`config.mk`:
```
export PLATFORM = sky130hd
export DESIGN_NAME = inport_selector
export DESIGN_NICKNAME = d
export VERILOG_FILES = /design/src/rtl/inport_sel_pkg.sv /design/src/rtl/inport_addr_decode.sv /design/src/rtl/inport_mux_reg.sv /design/src/rtl/inport_pop_gen.sv /design/src/rtl/inport_selector.sv
export SDC_FILE = /design/constraint.sdc
export NUM_CORES = 1
export LEC_CHECK = 0
export BUFFER_PORTS_ARGS = -buffer_cell sky130_fd_sc_hd__buf_2
export CORE_AREA = 4 4 51 53
export DETAILED_ROUTE_END_ITERATION = 8
export DIE_AREA = 0 0 55 57
export PLACE_DENSITY_LB_ADDON = 0.15
export SYNTH_ARGS = -nofsm -noshare
export SYNTH_HDL_FRONTEND = slang
export SYNTH_HIERARCHICAL = 1
export SYNTH_SLANG_ARGS = --single-unit
```
`constraint.sdc`:
```
create_clock -name clk -period 1.35 [get_ports clk]
set_input_delay 0.27 -clock clk [delete_from_list [all_inputs] [get_ports clk]]
set_output_delay 0.27 -clock clk [all_outputs]
set_load 0.05 [all_outputs]
```
`src/rtl/inport_sel_pkg.sv`:
```
package inport_sel_pkg;
   // Output stage variant of the selector.
   typedef enum logic {
      OUT_COMB = 1'b0,
      OUT_REG  = 1'b1
   } out_mode_e;
endpackage

```
`src/rtl/inport_addr_decode.sv`:
```
module inport_addr_decode #(
   parameter int ADDR_W    = 8,
   parameter int NUM_SRC   = 8,
   parameter int SEL_W     = 3,
   parameter int BASE_ADDR = 'h40
) (
   input  logic               clk,
   input  logic               rst_n,
   input  logic [ADDR_W-1:0]  addr,
   output logic [NUM_SRC-1:0] hit,
   output logic               any_hit
);
   localparam logic [ADDR_W-1:0] BASE_V   = ADDR_W'(BASE_ADDR);
   localparam int                HI_W     = ADDR_W - SEL_W;
   localparam logic [HI_W-1:0]   BASE_TAG = BASE_V[ADDR_W-1:SEL_W];

   logic in_win;
   assign in_win = (addr[ADDR_W-1:SEL_W] == BASE_TAG);

   for (genvar i = 0; i < NUM_SRC; i++) begin : g_hit
      assign hit[i] = in_win && (addr[SEL_W-1:0] == SEL_W'(i));
   end

   assign any_hit = |hit;

   // the window never selects more than one source
   assert_single_hit_R3: assert property (@(posedge clk) disable iff (!rst_n)
      $onehot0(hit));
endmodule

```
`src/rtl/inport_mux_reg.sv`:
```
module inport_mux_reg
   import inport_sel_pkg::*;
#(
   parameter int        DATA_W   = 8,
   parameter int        NUM_SRC  = 8,
   parameter out_mode_e OUT_MODE = OUT_REG
) (
   input  logic                      clk,
   input  logic                      rst_n,
   input  logic [NUM_SRC-1:0]        hit,
   input  logic                      any_hit,
   input  logic [NUM_SRC*DATA_W-1:0] src,
   output logic [DATA_W-1:0]         dout
);
   logic [DATA_W-1:0] picked;

   // AND-OR tree: a miss leaves every term zero.
   always_comb begin
      picked = '0;
      for (int i = 0; i < NUM_SRC; i++) begin
         picked = picked | (src[i*DATA_W +: DATA_W] & {DATA_W{hit[i]}});
      end
   end

   if (OUT_MODE == OUT_REG) begin : g_reg
      logic [DATA_W-1:0] data_q;
      always_ff @(posedge clk or negedge rst_n) begin
         if (!rst_n) data_q <= '0;
         else        data_q <= picked;
      end
      assign dout = data_q;

      // a miss in one cycle shows zero on the bus in the next
      assert_miss_zero_R3: assert property (@(posedge clk) disable iff (!rst_n)
         !any_hit |=> (dout == '0));
   end else begin : g_comb
      assign dout = rst_n ? picked : '0;
   end
endmodule

```
`src/rtl/inport_pop_gen.sv`:
```
module inport_pop_gen #(
   parameter int ADDR_W    = 8,
   parameter int FIFO_ADDR = 'h45
) (
   input  logic              clk,
   input  logic              rst_n,
   input  logic [ADDR_W-1:0] addr,
   input  logic              rd_strobe,
   input  logic              fifo_empty,
   output logic              pop
);
   localparam logic [ADDR_W-1:0] FIFO_A = ADDR_W'(FIFO_ADDR);

   assign pop = rst_n && rd_strobe && !fifo_empty && (addr == FIFO_A);

   // never advance an empty FIFO
   assert_no_pop_empty_R5: assert property (@(posedge clk) disable iff (!rst_n)
      fifo_empty |-> !pop);
   // the pointer only moves with the strobe
   assert_pop_needs_strobe_R6: assert property (@(posedge clk) disable iff (!rst_n)
      !rd_strobe |-> !pop);
   // other ports never pop
   assert_pop_only_fifo_R7: assert property (@(posedge clk) disable iff (!rst_n)
      (addr != FIFO_A) |-> !pop);
endmodule

```
`src/rtl/inport_selector.sv`:
```
module inport_selector
   import inport_sel_pkg::*;
#(
   parameter int        DATA_W    = 8,
   parameter int        ADDR_W    = 8,
   parameter int        NUM_SRC   = 8,
   parameter int        BASE_ADDR = 'h40,
   parameter int        FIFO_IDX  = 5,
   parameter out_mode_e OUT_MODE  = OUT_REG
) (
   input  logic                      clk,
   input  logic                      rst_n,
   input  logic [ADDR_W-1:0]         port_addr,
   input  logic                      rd_strobe,
   input  logic [NUM_SRC*DATA_W-1:0] src_data,
   input  logic                      fifo_empty,
   output logic [DATA_W-1:0]         in_data,
   output logic                      fifo_pop
);
   localparam int SEL_W     = $clog2(NUM_SRC);
   localparam int FIFO_ADDR = BASE_ADDR + FIFO_IDX;

   if (NUM_SRC < 2 || SEL_W >= ADDR_W) begin : g_bad_count
      $error("NUM_SRC must be at least 2 and leave upper address bits");
   end
   if (FIFO_IDX < 0 || FIFO_IDX >= NUM_SRC) begin : g_bad_fifo
      $error("FIFO_IDX must name an existing source");
   end
   if ((BASE_ADDR % (1 << SEL_W)) != 0) begin : g_bad_base
      $error("BASE_ADDR must be aligned to the window size");
   end

   logic [NUM_SRC-1:0] hit;
   logic               any_hit;

   inport_addr_decode #(
      .ADDR_W(ADDR_W), .NUM_SRC(NUM_SRC), .SEL_W(SEL_W), .BASE_ADDR(BASE_ADDR)
   ) u_dec (
      .clk(clk), .rst_n(rst_n), .addr(port_addr), .hit(hit), .any_hit(any_hit)
   );

   inport_mux_reg #(
      .DATA_W(DATA_W), .NUM_SRC(NUM_SRC), .OUT_MODE(OUT_MODE)
   ) u_mux (
      .clk(clk), .rst_n(rst_n), .hit(hit), .any_hit(any_hit),
      .src(src_data), .dout(in_data)
   );

   inport_pop_gen #(
      .ADDR_W(ADDR_W), .FIFO_ADDR(FIFO_ADDR)
   ) u_pop (
      .clk(clk), .rst_n(rst_n), .addr(port_addr), .rd_strobe(rd_strobe),
      .fifo_empty(fifo_empty), .pop(fifo_pop)
   );
endmodule

```
Word level (Yosys, flattened, before mapping):

Index checks and enable logic that the tools add are counted.

* flip-flop bits (word level): 8
* output and inout bits: 9
* word-level logic and storage cells: 38

* equal/unequal tests: 9
* bitwise logic cells: 15
* reductions and logical operators: 13

Operator list (number)
* 8-bit AND: 8
* 8-bit bitwise OR: 7
* 3-bit == test, second input constant: 4
* 1-bit logical AND: 11
* 8-bit by 7-bit == test with 1-bit output, second input constant: 1
* 3-bit by 2-bit == test with 1-bit output, second input constant: 2
* 5-bit by 4-bit == test with 1-bit output, second input constant: 1
* 3-bit by 1-bit == test with 1-bit output, second input constant: 1
* 3-bit zero test: 1
* 1-bit zero test: 1

Longest topological paths before layout:

Gate-level depths: netlist of the first run.

* depth after elaboration: 10
* depth in mapped cells: 6

By module:

The synthesis of the first run kept the hierarchy.

Modules (own cells, without submodules)
* inport_mux_reg: times used 1, cells an instance 56, area each 573.0 sq um, sequential area each 200.2 sq um
* inport_addr_decode: times used 1, cells an instance 16, area each 103.8 sq um, sequential area each 0.0 sq um
* inport_pop_gen: times used 1, cells an instance 4, area each 37.5 sq um, sequential area each 0.0 sq um

Least setup slack after synthesis of the first run:

Ideal clock, no wire load.

* path type: input port to flip-flop
* start point: input port_addr[7]
* end point: register u_mux.g_reg.data_q[0] (netlist: u_mux/dout[0])
* setup time: 0.070 ns
* arrival time: 1.415 ns
* data required time: 1.280 ns
* setup slack: -0.135 ns
* stages: 5
* path buffers: 1
* cells stage by stage: or4b_4 nor4_1 buf_6 a22oi_1 nand4_1

* cells in the longest elaborated chain, start to end: 10
* elaborated cells between the ends (all ways): 24

Ends and longest elaborated chain
* from (decl): line inport_selector.sv:13 `input logic [ADDR_W-1:0] port_addr,`
* 5-bit by 4-bit == test with 1-bit output: line inport_addr_decode.sv:18 `assign in_win = (addr[ADDR_W-1:SEL_W] == BASE_TAG);`
* 1-bit logical AND: line inport_addr_decode.sv:21 `assign hit[i] = in_win && (addr[SEL_W-1:0] == SEL_W'(i));`
* named net hit[0]: line inport_selector.sv:33 `logic [NUM_SRC-1:0] hit;`
* 8-bit AND: line inport_mux_reg.sv:21 `picked = picked | (src[i*DATA_W +: DATA_W] & {DATA_W{hit[i]}});`
* 8-bit bitwise OR (7 in series): line inport_mux_reg.sv:21
* named net u_mux.picked[0]: line inport_mux_reg.sv:15 `logic [DATA_W-1:0] picked;`
* to (signal assigned): line inport_mux_reg.sv:29 `else data_q <= picked;`
* to (decl): line inport_mux_reg.sv:26 `logic [DATA_W-1:0] data_q;`

The timed path passes the listed nets, and every way through them passes these cells.

Worst setup path in the final report of the first run:

Ends and elaborated chain as after synthesis.

==> results.json, run 1 <==
{
  "dr.pass1.iters": 4,
  "die_w_um": 55,
  "io_pins": 85,
  "cts_tree": "built",
  "drive_above_1_share_pct": 68.2,
  "maxCapViolCount": 0,
  "ant_nets": 0,
  "cp_cell_sequence": "buf_6 -> or4b_4 -> nor4_2 -> buf_4 -> a22oi_1 -> nand4_1",
  "syn_inst": 75,
  "grt-busiest-layer": "met2",
  "gp_congestion": 0.841,
  "whs_path_depth": 3,
  "dp_cells": 196,
  "p_seq_share_pct": 38.9,
  "critPathKind": "in2reg",
  "cts_root_buffer": "clkbuf_4",
  "hp-start": "src_data[27]",
  "start_kind": "input pin",
  "syn_area_um2": 706,
  "layout_commonest_cell": "buf_2",
  "cts_buffers": 3,
  "whs_endpoint": "u_mux/dout[3]$_DFF_PN0_",
  "grt_pass1_wl_mm": 4.64,
  "htree_levels": 1,
  "grt_pass1_vias": 1033,
  "io_buffers": 84,
  "largest_reg_flops": 8,
  "slew_violations": 0,
  "p_sw_mw": 0.172,
  "avgSynthCellArea_um2": 9.41,
  "die_h_um": 57,
  "routed_wl_mm": 3.21,
  "clockPowerShare_pct": 30.6,
  "vias_per_cell": 5.32,
  "grt_use_met2_pct": 34.3,
  "min-delay-path-class": "in2reg",
  "layout_common_cells": "buf_2, a22oi_1, buf_4",
  "drt_iter0_drc": 25,
  "path_clk_slew_ns": 0.06,
  "p_leak_nw": 0.690,
  "die-area_um2": 3140,
  "setup_ws_ns": -0.0565,
  "n_antenna_cell": 0,
  "dpl.hpwl_mm": 2.59,
  "p_per_area_nw_per_um2": 470,
  "grt-ovfl-total": 0,
  "max_stage_delay_ns": 0.58,
  "combPwrFrac_pct": 30.5,
  "grt_max_degree": 9,
  "fmax_mhz": 711,
  "antenna_found_initial": 0,
  "cp.required_ns": 1.54,
  "worstSetupEndpointType": "flop",
  "critical_path.top_delay_family": "simple AND/OR/NAND/NOR gates",
  "cts_max_path_buffers": 2,
  "fin_crit_ns": 1.41,
  "rsz0062_at_grt": "true",
  "peakVddDrop_mv": 0.282,
  "numClockSinks": 8,
  "route.detailed.drc": 0,
  "path_buf_inv": 2,
  "hold_violations": 0,
  "holdWs_ns": 0.239,
  "initial_core_util_pct": 32.8,
  "grt_use_total_pct": 20.0,
  "maxSlewHeadroom_pct": 81.6,
  "final_nets": 251,
  "core_area_um2": 2150,
  "rows": 17,
  "synth_warnings": 6,
  "max_slew.worst_pin.slew_ns": 0.275,
  "fin_crit_sh_pct": 104,
  "fin_cells": 201,
  "violations": "negative setup slack",
  "areaGrowthSynthToFinish_pct": 89.4,
  "wl_per_cell_um": 16.0,
  "cp_max_fo": 8,
  "pre_cts_ws_ns": -0.363,
  "outcome": "complete, but fails checks",
  "vias": 1070,
  "swShare_pct": 27.5,
  "synth_nets": 151,
  "crit_arrival_ns": 1.59,
  "intPower_mw": 0.455,
  "grtUsageMet3_pct": 4.96,
  "use_met1_pct": 23.9,
  "cp_slowest_cell": "or4b_4",
  "setup_viol": 8
}
layout make-up:
| type | instances | area, um2 |
|---|---|---|
| well taps | 28 | 35.0 |
| multi-input cells | 57 | 469 |
| clock buffers | 3 | 22.5 |
| fillers | 207 | 812 |
| repair buffers | 104 | 606 |
| inverters | 1 | 3.75 |
| flip-flops and latches | 8 | 200 |
per-stage QoR:
step	instance area, um2	utilization [%]	power (mW)	setup TNS (ns)
finish	1340	62.2	0.627	-0.356
global route	1340	62.2	0.659	-0.726
CTS	1290	60.3	0.626	-0.235
detailed placement	1240	57.7	0.424	-2.85
global placement	1240	57.7	0.422	-2.51
floorplan	718	-	0.284	-0.734
per-layer routing:
| metal | wire length (um) | vias up |
|---|---|---|
| li1 | - | 520 |
| met1 | 1200 | 475 |
| met2 | 1570 | 73 |
| met3 | 426 | 2 |
| met4 | 14 | 0 |
| met5 | 0 | - |
what timing repair did:
item                       in CTS  in global routing
resized for setup               5                  7
pin swaps                       0                  1
buffers inserted                0                  1
hold buffers                    1                  0
hold endpoints to repair        8                  0
setup endpoints to repair       9                  9
worst max path at each step:
stage / from / endpoint / slack (ns) / depth (start not counted)
floorplan: port_addr[7] / u_mux/dout[0]$_DFF_PN0_ / -0.09 / 5
detailed placement: port_addr[7] / u_mux/dout[5]$_DFF_PN0_ / -0.36 / 6
global placement: port_addr[7] / u_mux/dout[4]$_DFF_PN0_ / -0.31 / 6
global route: port_addr[7] / u_mux/dout[1]$_DFF_PN0_ / -0.10 / 6
CTS: port_addr[7] / u_mux/dout[7]$_DFF_PN0_ / -0.04 / 6
finish: port_addr[7] / u_mux/dout[0]$_DFF_PN0_ / -0.06 / 6
power by group through the flow:
stage / combinational (mW) / clock, mW / sequential [mW]
6_report: 0.192 / 0.192 / 0.244
3_3_place_gp: 0.174 / 0 / 0.248
3_5_place_dp: 0.175 / 0 / 0.248
4_1_cts: 0.182 / 0.200 / 0.244
2_1_floorplan: 0.0234 / 0 / 0.261
5_1_grt: 0.208 / 0.207 / 0.244
(Power assumes the default switching activity.)
==> run 2: changes to the inputs <==
CELL_PAD_IN_SITES_DETAIL_PLACEMENT = 1   (was unset)
CELL_PAD_IN_SITES_GLOBAL_PLACEMENT = 1   (was unset)
CORE_AREA = 4 4 62 64   (was 4 4 51 53)
DIE_AREA = 0 0 66 68   (was 0 0 55 57)
==> results.json, run 2 (same netlist as run 1, synthesis figures left out) <==
{
  "cp.required_ns": 1.53,
  "fillers": 416,
  "grt_use_total_pct": 16.4,
  "cts_root_buffer": "clkbuf_4",
  "maxCapViolCount": 0,
  "areaGrowthSynthToFinish_pct": 97.5,
  "htree_levels": 1,
  "gp_congestion": 0.708,
  "tns_ns": -0.212,
  "setup_ws_ns": -0.0343,
  "cts_buffers": 3,
  "post-route-util_pct": 42.4,
  "p_per_area_nw_per_um2": 450,
  "fin_cells": 218,
  "setup_viol": 9,
  "final_area_um2": 1390,
  "dpl.hpwl_mm": 3.13,
  "worstSetupEndpointType": "flop",
  "die_h_um": 68,
  "rows": 21,
  "p_leak_nw": 0.691,
  "routed_wl_mm": 3.76,
  "hold_violations": 0,
  "dpl_cell_area_um2": 1250,
  "rsz0062_at_grt": "true",
  "io_pins": 85,
  "layout_commonest_cell": "buf_2",
  "critical_path.startpoint": "port_addr[7]",
  "cts_max_path_buffers": 2,
  "final_nets": 250,
  "path_clk_slew_ns": 0.06,
  "grt_max_degree": 9,
  "fin_crit_ns": 1.38,
  "grt-ovfl-total": 0,
  "antenna_found_initial": 0,
  "critPathCapture": "u_mux/dout[1]$_DFF_PN0_",
  "largest_reg_flops": 8,
  "slew_violations": 0,
  "crit_arrival_ns": 1.56,
  "route.detailed.drc": 0,
  "vias_per_cell": 4.94,
  "dr.pass1.iters": 4,
  "pre_cts_ws_ns": -0.345,
  "numClockSinks": 8,
  "wl_per_cell_um": 17.2,
  "ant_nets": 0,
  "die-area_um2": 4490,
  "io_buffers": 84,
  "fmax_mhz": 722,
  "start_kind": "input pin",
  "min-delay-path-class": "in2reg",
  "peakVddDrop_mv": 0.226,
  "fin_crit_sh_pct": 103,
  "cts_tree": "built",
  "drt_iter0_drc": 48,
  "n_antenna_cell": 0,
  "maxSlewHeadroom_pct": 82.5,
  "grt_pass1_vias": 1226,
  "critPathKind": "in2reg",
  "core_area_um2": 3280,
  "initial_core_util_pct": 21.5,
  "violations": "negative setup slack",
  "vias": 1076,
  "dp_cells": 213,
  "drive_above_1_share_pct": 69.8,
  "grt_pass1_wl_mm": 5.61,
  "outcome": "complete, but fails checks",
  "max_slew.worst_pin.slew_ns": 0.265,
  "cp_max_fo": 8,
  "die_w_um": 66,
  "layout_common_cells": "buf_2, a22oi_1, buf_4"
}
-- run 2: power by group --
group | total (mW) | internal [mW] | switching, mW
Combinational | 0.202 | 0.112 | 0.0900
Clock | 0.181 | 0.102 | 0.0792
Sequential | 0.244 | 0.243 | 0.000722
-- run 2: layout make-up --
class | count | area [um2] | share of cell area [%]
Inverter | 1 | 3.75 | 0.269
Multi-Input combinational cell | 57 | 507 | 36.4
Timing Repair Buffer | 103 | 603 | 43.3
Clock buffer | 3 | 22.5 | 1.62
Sequential cell | 8 | 200 | 14.4
Tap cell | 46 | 57.6 | 4.13
-- run 2: worst min-delay path by stage --
stage	start	end	slack (ns)	cells after the start
after floorplan	rst_n	u_mux/dout[0]$_DFF_PN0_	-0.03	0
after global placement	rst_n	u_mux/dout[2]$_DFF_PN0_	0.21	2
after detailed placement	rst_n	u_mux/dout[0]$_DFF_PN0_	0.20	2
after CTS	src_data[31]	u_mux/dout[7]$_DFF_PN0_	0.24	3
after global routing	src_data[26]	u_mux/dout[2]$_DFF_PN0_	0.26	3
final	src_data[31]	u_mux/dout[7]$_DFF_PN0_	0.25	3
-- run 2: repair_timing --
action | 4_1_cts | 5_1_grt
hold buffers | 1 | 0
endpoints found under the setup margin | 9 | 9
setup buffers | 0 | 1
pin swaps | 2 | 0
hold endpoints to repair | 8 | 0
gates resized for setup | 7 | 14
-- run 2: critical path, stage by stage --
cell and delay, ns:
buf_6 0.09, or4b_4 0.59, nor4_4 0.24, buf_6 0.18
a22oi_1 0.09, nand4_1 0.10
-- run 2: per-layer routing --
layer / track usage (%) / share of wire, % / wire (um)
met1: 18.0 / 37 / 1380
met2: 32.2 / 55 / 2080
met3: 4.11 / 6.6 / 249
met4: 2.28 / 1.0 / 39
met5: 0 / 0 / 0
-- run 2: metrics by stage --
stage	power [mW]	hold slack (ns)
2_1_floorplan	0.284	-0.0256
5_1_grt	0.666	0.256
6_report	0.627	0.249
3_3_place_gp	0.427	0.214
3_5_place_dp	0.430	0.202
4_1_cts	0.623	0.241
